===== config.mk =====
export PLATFORM = sky130hd
export DESIGN_NAME = dma_xfer_chan
export DESIGN_NICKNAME = d
export VERILOG_FILES = /design/src/rtl/dma_xfer_pkg.sv /design/src/rtl/dma_addr_step.sv /design/src/rtl/dma_lane_pack.sv /design/src/rtl/dma_chan_fsm.sv /design/src/rtl/dma_xfer_chan.sv
export SDC_FILE = /design/constraint.sdc
export NUM_CORES = 1
export LEC_CHECK = 0
export BUFFER_PORTS_ARGS = -buffer_cell sky130_fd_sc_hd__buf_2
export CAP_MARGIN = 20
export CORE_MARGIN = 2
export CORE_UTILIZATION = 40
export DETAILED_ROUTE_END_ITERATION = 7
export MAX_ROUTING_LAYER = met4
export PLACE_DENSITY = 0.6
export SYNTH_ARGS = -nofsm -noshare
export SYNTH_HDL_FRONTEND = slang
export SYNTH_SLANG_ARGS = --single-unit

===== constraint.sdc =====
create_clock -name clk -period 5.3 [get_ports clk]
set_input_delay 0.265 -clock clk [delete_from_list [all_inputs] [get_ports clk]]
set_output_delay 0.265 -clock clk [all_outputs]
set_load 0.05 [all_outputs]

===== src/rtl/dma_xfer_pkg.sv =====
package dma_xfer_pkg;

    localparam int DATA_W  = 32;
    localparam int ADDR_W  = 32;
    localparam int LANES   = DATA_W / 8;
    localparam int RING_W  = 4;
    localparam int SEL_W   = 6;
    localparam logic [SEL_W-1:0] SEL_FREE = '1;

    localparam logic [1:0] REG_RADDR = 2'd0;
    localparam logic [1:0] REG_WADDR = 2'd1;
    localparam logic [1:0] REG_COUNT = 2'd2;
    localparam logic [1:0] REG_CTRL  = 2'd3;

    localparam int BIT_BUSY   = 31;
    localparam int BIT_WR_ERR = 30;
    localparam int BIT_RD_ERR = 29;

    typedef enum logic [2:0] {
        ST_IDLE     = 3'd0,
        ST_WAIT_REQ = 3'd1,
        ST_RD_ADDR  = 3'd2,
        ST_RD_DATA  = 3'd3,
        ST_WR_ADDR  = 3'd4,
        ST_WR_RESP  = 3'd5
    } chan_state_e;

    typedef struct packed {
        logic [SEL_W-1:0]  req_sel;
        logic              bswap;
        logic              ring_sel;
        logic [RING_W-1:0] ring_bits;
        logic              inc_wr;
        logic              inc_rd;
        logic [1:0]        size;
        logic              en;
    } chan_ctrl_t;

    localparam int CTRL_W = $bits(chan_ctrl_t);

    localparam chan_ctrl_t CTRL_RESET = '{
        req_sel:   SEL_FREE,
        bswap:     1'b0,
        ring_sel:  1'b0,
        ring_bits: '0,
        inc_wr:    1'b1,
        inc_rd:    1'b1,
        size:      2'd2,
        en:        1'b1
    };

    function automatic logic [2:0] step_bytes(input logic [1:0] sz);
        unique case (sz)
            2'd0:    return 3'd1;
            2'd1:    return 3'd2;
            default: return 3'd4;
        endcase
    endfunction

endpackage


===== src/rtl/dma_addr_step.sv =====
module dma_addr_step
    import dma_xfer_pkg::*;
(
    input  logic [ADDR_W-1:0] addr_i,
    input  logic [1:0]        size_i,
    input  logic              inc_i,
    input  logic              ring_on_i,
    input  logic [RING_W-1:0] ring_bits_i,
    output logic [ADDR_W-1:0] addr_o
);

    logic [ADDR_W-1:0] sum;
    logic [ADDR_W-1:0] low_mask;

    // step by item width, keep upper bits when the ring is active
    always_comb begin
        sum      = addr_i + ADDR_W'(step_bytes(size_i));
        low_mask = (ADDR_W'(1) << ring_bits_i) - ADDR_W'(1);
        if (!inc_i) begin
            addr_o = addr_i;
        end else if (ring_on_i && (ring_bits_i != '0)) begin
            addr_o = (addr_i & ~low_mask) | (sum & low_mask);
        end else begin
            addr_o = sum;
        end
    end

endmodule


===== src/rtl/dma_lane_pack.sv =====
module dma_lane_pack
    import dma_xfer_pkg::*;
(
    input  logic [DATA_W-1:0] rd_word_i,
    input  logic [1:0]        rd_off_i,
    input  logic [1:0]        wr_off_i,
    input  logic [1:0]        size_i,
    input  logic              bswap_i,
    output logic [DATA_W-1:0] wr_data_o,
    output logic [LANES-1:0]  wr_strb_o
);

    logic [DATA_W-1:0] aligned;
    logic [DATA_W-1:0] word_rev;
    logic [DATA_W-1:0] item;
    logic [LANES-1:0]  base;

    assign aligned = rd_word_i >> {rd_off_i, 3'b000};

    // full-word byte reversal built lane by lane
    for (genvar k = 0; k < LANES; k++) begin : g_rev
        assign word_rev[8*k +: 8] = aligned[8*(LANES-1-k) +: 8];
    end

    // extract from read lanes, place on write lanes with strobes
    always_comb begin
        item = '0;
        base = '0;
        unique case (size_i)
            2'd0: begin
                item[7:0] = aligned[7:0];
                base      = LANES'(4'b0001);
            end
            2'd1: begin
                item[15:0] = bswap_i ? {aligned[7:0], aligned[15:8]} : aligned[15:0];
                base       = LANES'(4'b0011);
            end
            default: begin
                item = bswap_i ? word_rev : aligned;
                base = '1;
            end
        endcase
        wr_data_o = item << {wr_off_i, 3'b000};
        wr_strb_o = base << wr_off_i;
    end

endmodule


===== src/rtl/dma_chan_fsm.sv =====
module dma_chan_fsm
    import dma_xfer_pkg::*;
(
    input  logic        clk,
    input  logic        rst_n,
    input  logic        start_i,
    input  logic        go_i,
    input  logic        last_i,
    input  logic        rd_req_ready_i,
    input  logic        rd_resp_valid_i,
    input  logic        rd_resp_err_i,
    input  logic        wr_req_ready_i,
    input  logic        wr_resp_valid_i,
    input  logic        wr_resp_err_i,
    output chan_state_e state_o,
    output logic        busy_o,
    output logic        load_o,
    output logic        rd_valid_o,
    output logic        latch_o,
    output logic        rd_fault_o,
    output logic        wr_valid_o,
    output logic        step_done_o,
    output logic        wr_fault_o
);

    chan_state_e state_q;
    chan_state_e state_d;

    always_ff @(posedge clk) begin
        if (!rst_n) begin
            state_q <= ST_IDLE;
        end else begin
            state_q <= state_d;
        end
    end

    always_comb begin
        state_d = state_q;
        unique case (state_q)
            ST_IDLE:     if (start_i) state_d = ST_WAIT_REQ;
            ST_WAIT_REQ: if (go_i) state_d = ST_RD_ADDR;
            ST_RD_ADDR:  if (rd_req_ready_i) state_d = ST_RD_DATA;
            ST_RD_DATA:  if (rd_resp_valid_i) state_d = rd_resp_err_i ? ST_IDLE : ST_WR_ADDR;
            ST_WR_ADDR:  if (wr_req_ready_i) state_d = ST_WR_RESP;
            ST_WR_RESP:  if (wr_resp_valid_i)
                             state_d = (wr_resp_err_i || last_i) ? ST_IDLE : ST_WAIT_REQ;
            default:     state_d = ST_IDLE;
        endcase
    end

    always_comb begin
        state_o     = state_q;
        busy_o      = (state_q != ST_IDLE);
        load_o      = (state_q == ST_IDLE) && start_i;
        rd_valid_o  = (state_q == ST_RD_ADDR);
        latch_o     = (state_q == ST_RD_DATA) && rd_resp_valid_i && !rd_resp_err_i;
        rd_fault_o  = (state_q == ST_RD_DATA) && rd_resp_valid_i && rd_resp_err_i;
        wr_valid_o  = (state_q == ST_WR_ADDR);
        step_done_o = (state_q == ST_WR_RESP) && wr_resp_valid_i && !wr_resp_err_i;
        wr_fault_o  = (state_q == ST_WR_RESP) && wr_resp_valid_i && wr_resp_err_i;
    end

    // a read request is held until accepted
    rd_hold_chk: assert property (@(posedge clk) disable iff (!rst_n)
        (rd_valid_o && !rd_req_ready_i) |=> rd_valid_o);

    // a write request is held until accepted
    wr_hold_chk: assert property (@(posedge clk) disable iff (!rst_n)
        (wr_valid_o && !wr_req_ready_i) |=> wr_valid_o);

    // the two master ports never request together
    one_port_chk: assert property (@(posedge clk) disable iff (!rst_n)
        !(rd_valid_o && wr_valid_o));

    // any error response ends the sequence
    fault_stop_chk: assert property (@(posedge clk) disable iff (!rst_n)
        (rd_fault_o || wr_fault_o) |=> !busy_o);

endmodule


===== src/rtl/dma_xfer_chan.sv =====
module dma_xfer_chan
    import dma_xfer_pkg::*;
#(
    parameter int NREQ  = 8,
    parameter int CNT_W = 16
) (
    input  logic              clk,
    input  logic              rst_n,
    input  logic              cfg_we_i,
    input  logic [1:0]        cfg_waddr_i,
    input  logic [31:0]       cfg_wdata_i,
    input  logic [1:0]        cfg_raddr_i,
    output logic [31:0]       cfg_rdata_o,
    input  logic              start_i,
    input  logic [NREQ-1:0]   dreq_i,
    output logic              busy_o,
    output logic              rd_req_valid_o,
    input  logic              rd_req_ready_i,
    output logic [31:0]       rd_req_addr_o,
    output logic [1:0]        rd_req_size_o,
    input  logic              rd_resp_valid_i,
    input  logic [31:0]       rd_resp_data_i,
    input  logic              rd_resp_err_i,
    output logic              wr_req_valid_o,
    input  logic              wr_req_ready_i,
    output logic [31:0]       wr_req_addr_o,
    output logic [31:0]       wr_req_data_o,
    output logic [3:0]        wr_req_strb_o,
    input  logic              wr_resp_valid_i,
    input  logic              wr_resp_err_i
);

    localparam int PAD_W = DATA_W - 4 - CTRL_W;

    chan_ctrl_t        ctrl_q;
    logic              rd_err_q, wr_err_q;
    logic [ADDR_W-1:0] ra_q, wa_q, ra_next, wa_next;
    logic [CNT_W-1:0]  reload_q, remain_q;
    logic [DATA_W-1:0] data_q;

    chan_state_e state;
    logic start_ok, go, req_hit, unpaced;
    logic load, latch, rd_fault, wr_fault, step_done;
    logic wr_ctrl, wr_ra, wr_wa, wr_cnt;

    assign wr_ctrl = cfg_we_i && (cfg_waddr_i == REG_CTRL);
    assign wr_ra   = cfg_we_i && (cfg_waddr_i == REG_RADDR);
    assign wr_wa   = cfg_we_i && (cfg_waddr_i == REG_WADDR);
    assign wr_cnt  = cfg_we_i && (cfg_waddr_i == REG_COUNT);

    // a zero reload never starts a sequence
    assign start_ok = start_i && (reload_q != '0);

    // request-line select, all-ones select runs unpaced
    assign unpaced = (ctrl_q.req_sel == SEL_FREE);
    always_comb begin
        req_hit = 1'b0;
        for (int k = 0; k < NREQ; k++) begin
            if (ctrl_q.req_sel == SEL_W'(k)) req_hit = dreq_i[k];
        end
    end

    // enable gates every item start
    assign go = ctrl_q.en && (unpaced || req_hit);

    dma_chan_fsm u_fsm (
        .clk             (clk),
        .rst_n           (rst_n),
        .start_i         (start_ok),
        .go_i            (go),
        .last_i          (remain_q == CNT_W'(1)),
        .rd_req_ready_i  (rd_req_ready_i),
        .rd_resp_valid_i (rd_resp_valid_i),
        .rd_resp_err_i   (rd_resp_err_i),
        .wr_req_ready_i  (wr_req_ready_i),
        .wr_resp_valid_i (wr_resp_valid_i),
        .wr_resp_err_i   (wr_resp_err_i),
        .state_o         (state),
        .busy_o          (busy_o),
        .load_o          (load),
        .rd_valid_o      (rd_req_valid_o),
        .latch_o         (latch),
        .rd_fault_o      (rd_fault),
        .wr_valid_o      (wr_req_valid_o),
        .step_done_o     (step_done),
        .wr_fault_o      (wr_fault)
    );

    // ring goes to the read side when ring_sel is low
    dma_addr_step u_rd_step (
        .addr_i      (ra_q),
        .size_i      (ctrl_q.size),
        .inc_i       (ctrl_q.inc_rd),
        .ring_on_i   (!ctrl_q.ring_sel),
        .ring_bits_i (ctrl_q.ring_bits),
        .addr_o      (ra_next)
    );

    dma_addr_step u_wr_step (
        .addr_i      (wa_q),
        .size_i      (ctrl_q.size),
        .inc_i       (ctrl_q.inc_wr),
        .ring_on_i   (ctrl_q.ring_sel),
        .ring_bits_i (ctrl_q.ring_bits),
        .addr_o      (wa_next)
    );

    dma_lane_pack u_lanes (
        .rd_word_i (data_q),
        .rd_off_i  (ra_q[1:0]),
        .wr_off_i  (wa_q[1:0]),
        .size_i    (ctrl_q.size),
        .bswap_i   (ctrl_q.bswap),
        .wr_data_o (wr_req_data_o),
        .wr_strb_o (wr_req_strb_o)
    );

    always_ff @(posedge clk) begin
        if (!rst_n) begin
            ctrl_q   <= CTRL_RESET;
            rd_err_q <= 1'b0;
            wr_err_q <= 1'b0;
            ra_q     <= '0;
            wa_q     <= '0;
            reload_q <= '0;
            remain_q <= '0;
            data_q   <= '0;
        end else begin
            if (wr_ctrl) ctrl_q <= chan_ctrl_t'(cfg_wdata_i[CTRL_W-1:0]);

            // set on fault wins over a write-one clear
            if (rd_fault) rd_err_q <= 1'b1;
            else if (wr_ctrl && cfg_wdata_i[BIT_RD_ERR]) rd_err_q <= 1'b0;
            if (wr_fault) wr_err_q <= 1'b1;
            else if (wr_ctrl && cfg_wdata_i[BIT_WR_ERR]) wr_err_q <= 1'b0;

            if (wr_ra) ra_q <= cfg_wdata_i;
            else if (step_done) ra_q <= ra_next;
            if (wr_wa) wa_q <= cfg_wdata_i;
            else if (step_done) wa_q <= wa_next;

            // writes land in the reload only
            if (wr_cnt) reload_q <= cfg_wdata_i[CNT_W-1:0];
            if (load) remain_q <= reload_q;
            else if (step_done) remain_q <= remain_q - CNT_W'(1);

            if (latch) data_q <= rd_resp_data_i;
        end
    end

    assign rd_req_addr_o = ra_q;
    assign rd_req_size_o = ctrl_q.size;
    assign wr_req_addr_o = wa_q;

    always_comb begin
        unique case (cfg_raddr_i)
            REG_RADDR: cfg_rdata_o = ra_q;
            REG_WADDR: cfg_rdata_o = wa_q;
            REG_COUNT: cfg_rdata_o = 32'(remain_q);
            default:   cfg_rdata_o = {busy_o, wr_err_q, rd_err_q, rd_err_q | wr_err_q,
                                      {PAD_W{1'b0}}, ctrl_q};
        endcase
    end


    pace_hold_chk: assert property (@(posedge clk) disable iff (!rst_n)
        (state == ST_WAIT_REQ && !unpaced && !req_hit) |=> !rd_req_valid_o);


    stall_chk: assert property (@(posedge clk) disable iff (!rst_n)
        (state == ST_WAIT_REQ && !ctrl_q.en) |=> !rd_req_valid_o);


    count_dec_chk: assert property (@(posedge clk) disable iff (!rst_n)
        step_done |=> (remain_q == $past(remain_q) - CNT_W'(1)));


    remain_hold_chk: assert property (@(posedge clk) disable iff (!rst_n)
        (busy_o && !step_done) |=> $stable(remain_q));


    strb_width_chk: assert property (@(posedge clk) disable iff (!rst_n)
        wr_req_valid_o |-> ($countones(wr_req_strb_o) == int'(step_bytes(ctrl_q.size))));


    zero_start_chk: assert property (@(posedge clk) disable iff (!rst_n)
        (!busy_o && start_i && reload_q == '0) |=> !busy_o);

endmodule


==> flow_metrics.tcl <==
set metrics [dict create \
    synth_compound_area_frac 0.277 \
    synth.distinct_cells 86 \
    required_ps 5620 \
    arrival_ps 3810 \
    die_w_um 170 \
    ir_drop_mv 0.268 \
    grt_pass1_wl_mm 67.3 \
    synth_seq_cells 150 \
    synth_warnings 0 \
    reg2reg_depth 12 \
    outcome "completed" \
    io-pin-count 223 \
    fmax_ghz 0.286 \
    tns_ps 0 \
    syn_nets 1585 \
    rsz0062_at_grt "false" \
    synth_top_family_by_area "compound AO/OA/AOI/OAI gates" \
    syn_to_final_growth_pct 16.4 \
    avgSynthCellArea_um2 7.41 \
    synth_common_cells "236 x nand2_1, 163 x a21oi_1, 150 x dfxtp_1" \
    finalWeightedCongestion 0.950 \
    yosysTopAreaCell "dfxtp_1" \
    vias_per_cell 6.20 \
    cts_tree "done" \
    yosys-mux-area-fraction 0.102 \
    h-tree-depth 4 \
    power.leakage_nw 5.14 \
    port_buffers 222 \
    crit_path_start_kind "flip-flop" \
    synth_fa_ha_area_frac 0.0150 \
    die_h_um 170 \
    synth-seq-area-share 0.272 \
    synth_edf_count 0 \
    synth_top_area_share 0.272 \
    antenna_found_initial 0 \
    synthFlopType "dfxtp_1" \
    drv_cap 0 \
    crit_type "flip-flop to flip-flop" \
    skew_ps 25.9 \
    netlist_area_um2 11000 \
    cts_resized 0 \
    synth.area.top_cells "dfxtp_1 27%, nand2_1 8.0%, a21oi_1 7.4%" \
    totalWireLength_mm 44.6 \
    synth.most_common_cell "nand2_1" \
    n_fill_cell 2787 \
    drive_gt1_frac 0.207 \
    drt_iter0_markers 1130 \
    hp-class "input port to flip-flop" \
    post-place-ws_ps 1910 \
    numClockSinks 150 \
    core_um2 27000 \
    placed_cell_area_um2 12200 \
    finalSetupViolCount 0 \
    maxSlewHeadroom 0.260 \
    final_area_um2 12800 \
    hpwlAfterDp_mm 32.3 \
    grt-ovfl-total 0 \
    min_path_cells 2 \
    cts.path.max_buffers 2 \
    hold_viol_final 0 \
    cts_buffers 17 \
    period_share 0.660 \
    via_count 12256 \
    post-cts-setup-buffers 0 \
    root_buffer "clkbuf_16" \
    power.density_nw_per_um2 269 \
    die-area_um2 28900 \
    rows 60 \
    ant_nets 0 \
    critPathMaxFanout 31 \
    worstSetupEndpointType "flip-flop" \
    drt_pass1_iterations 7 \
    grt_usage 0.310 \
    grt_pass1_vias 11270 \
    diodes 0 \
    r2r_start "rd_req_size_o[1]$_SDFFE_PN1P_" \
    min_from "rd_resp_valid_i" \
    cts.reportedPaths.clkPinSlew_ps 70 \
    yosys.area_share.simple 0.249 \
    worstSkewPairLatency_ps 440 \
    wl_per_cell_um 22.5 \
    drc 0 \
    worst_pin_slew_ps 1100 \
    synth_cells 1487 \
    synth-xor-area-share 0.0278 \
    nets 1721 \
    holdPathEnd "u_fsm.state_o[1]$_SDFFE_PN0P_" \
    period_minus_slack_ps 3500 \
    cts_hold_buffers 0 \
    postLayoutCoreUtil 0.475 \
    synthArstFlopShare 0 \
    initial_core_util 0.408 \
    r2r_slack_ps 1800 \
    grt_max_degree 67 \
    slew_viol_final 0 \
    setup_slack_ps 1800 \
]
worst max-delay path: stages (launching register included):
cell and delay [ps]:
dfxtp_1 360, buf_4 260, nor2_1 230, ha_1 210, inv_1 50, fa_1 370, nor2b_1 190, o211ai_1 280
buf_4 280, nor4_1 570, nand2_1 260, o21ai_0 200, nand3_1 90
per-stage QoR:
step	hold WS, ps	std cells	total power [mW]
floorplan	383	1487	1.88
global placement	444	1942	2.14
global route	53.8	1977	3.57
CTS	32.1	1976	3.45
finish	46.0	1977	3.45
detailed placement	446	1944	2.15
report_power, final:
part	internal (mW)	switching, mW	total (mW)
clock	0.689	0.623	1.31
sequential	1.18	0.104	1.28
combinational	0.241	0.612	0.853
total	2.11	1.34	3.45
area by class of cell:
type	instances	area, µm²	area share
Clock buffer	17	425	0.0332
Clock inverter	15	203	0.0158
Inverter	29	109	0.00849
Multi-Input combinational cell	1185	7410	0.578
Sequential cell	150	3000	0.234
Tap cell	341	427	0.0333
Timing Repair Buffer	240	1250	0.0975
logic make-up after synthesis:
| kind of cell | after synthesis |
|---|---|
| buffers and inverters | 152 |
| adder cells (fa/ha/maj) | 12 |
| flip-flops | 150 |
| multiplexers | 88 |
| AND/OR/NAND/NOR | 572 |
| XOR/XNOR | 35 |
| AO/OA/AOI/OAI | 478 |
layout by cell type (no fill, tap or decap), types with 19 or more instances in the layout:
cell type  synthesis  routed
nand2_1          236     236
buf_2             21     222
a21oi_1          163     163
dfxtp_1          150     149
nor2_1           105     105
o21ai_0           90      90
nand3_1           55      55
mux2i_1           51      51
a22oi_1           37      37
nor3_1            31      30
a31oi_1           29      29
inv_1             27      26
nor2b_1           25      25
a211oi_1          23      23
nand4_1           21      21
mux2_2            20      20
nor4_1            19      19
routing by layer:
metal  vias to the layer above  global-route usage  part of all wire
li1                       5749                   -                 -
met1                      5783               0.385              0.41
met2                       620               0.511              0.48
met3                       104              0.0386             0.069
met4                         0               0.127             0.039
met5                         -                   -                 0
worst max-delay path by stage:
| stage | cells past startpoint | end | slack [ps] | from |
|---|---|---|---|---|
| after floorplan | 8 | wr_req_data_o[14] | 1960 | flip-flop |
| after global placement | 7 | wr_req_data_o[24] | 2070 | rd_req_size_o[1]$_SDFFE_PN1P_ |
| final | 12 | flip-flop | 1800 | rd_req_size_o[1]$_SDFFE_PN1P_ |
| after CTS | 11 | flip-flop | 1870 | rd_req_size_o[1]$_SDFFE_PN1P_ |
| after global routing | 9 | flip-flop | 1470 | flip-flop |
| after detailed placement | 11 | flip-flop | 1910 | rd_req_size_o[1]$_SDFFE_PN1P_ |
No activity file was read; power rests on OpenSTA's default activity.
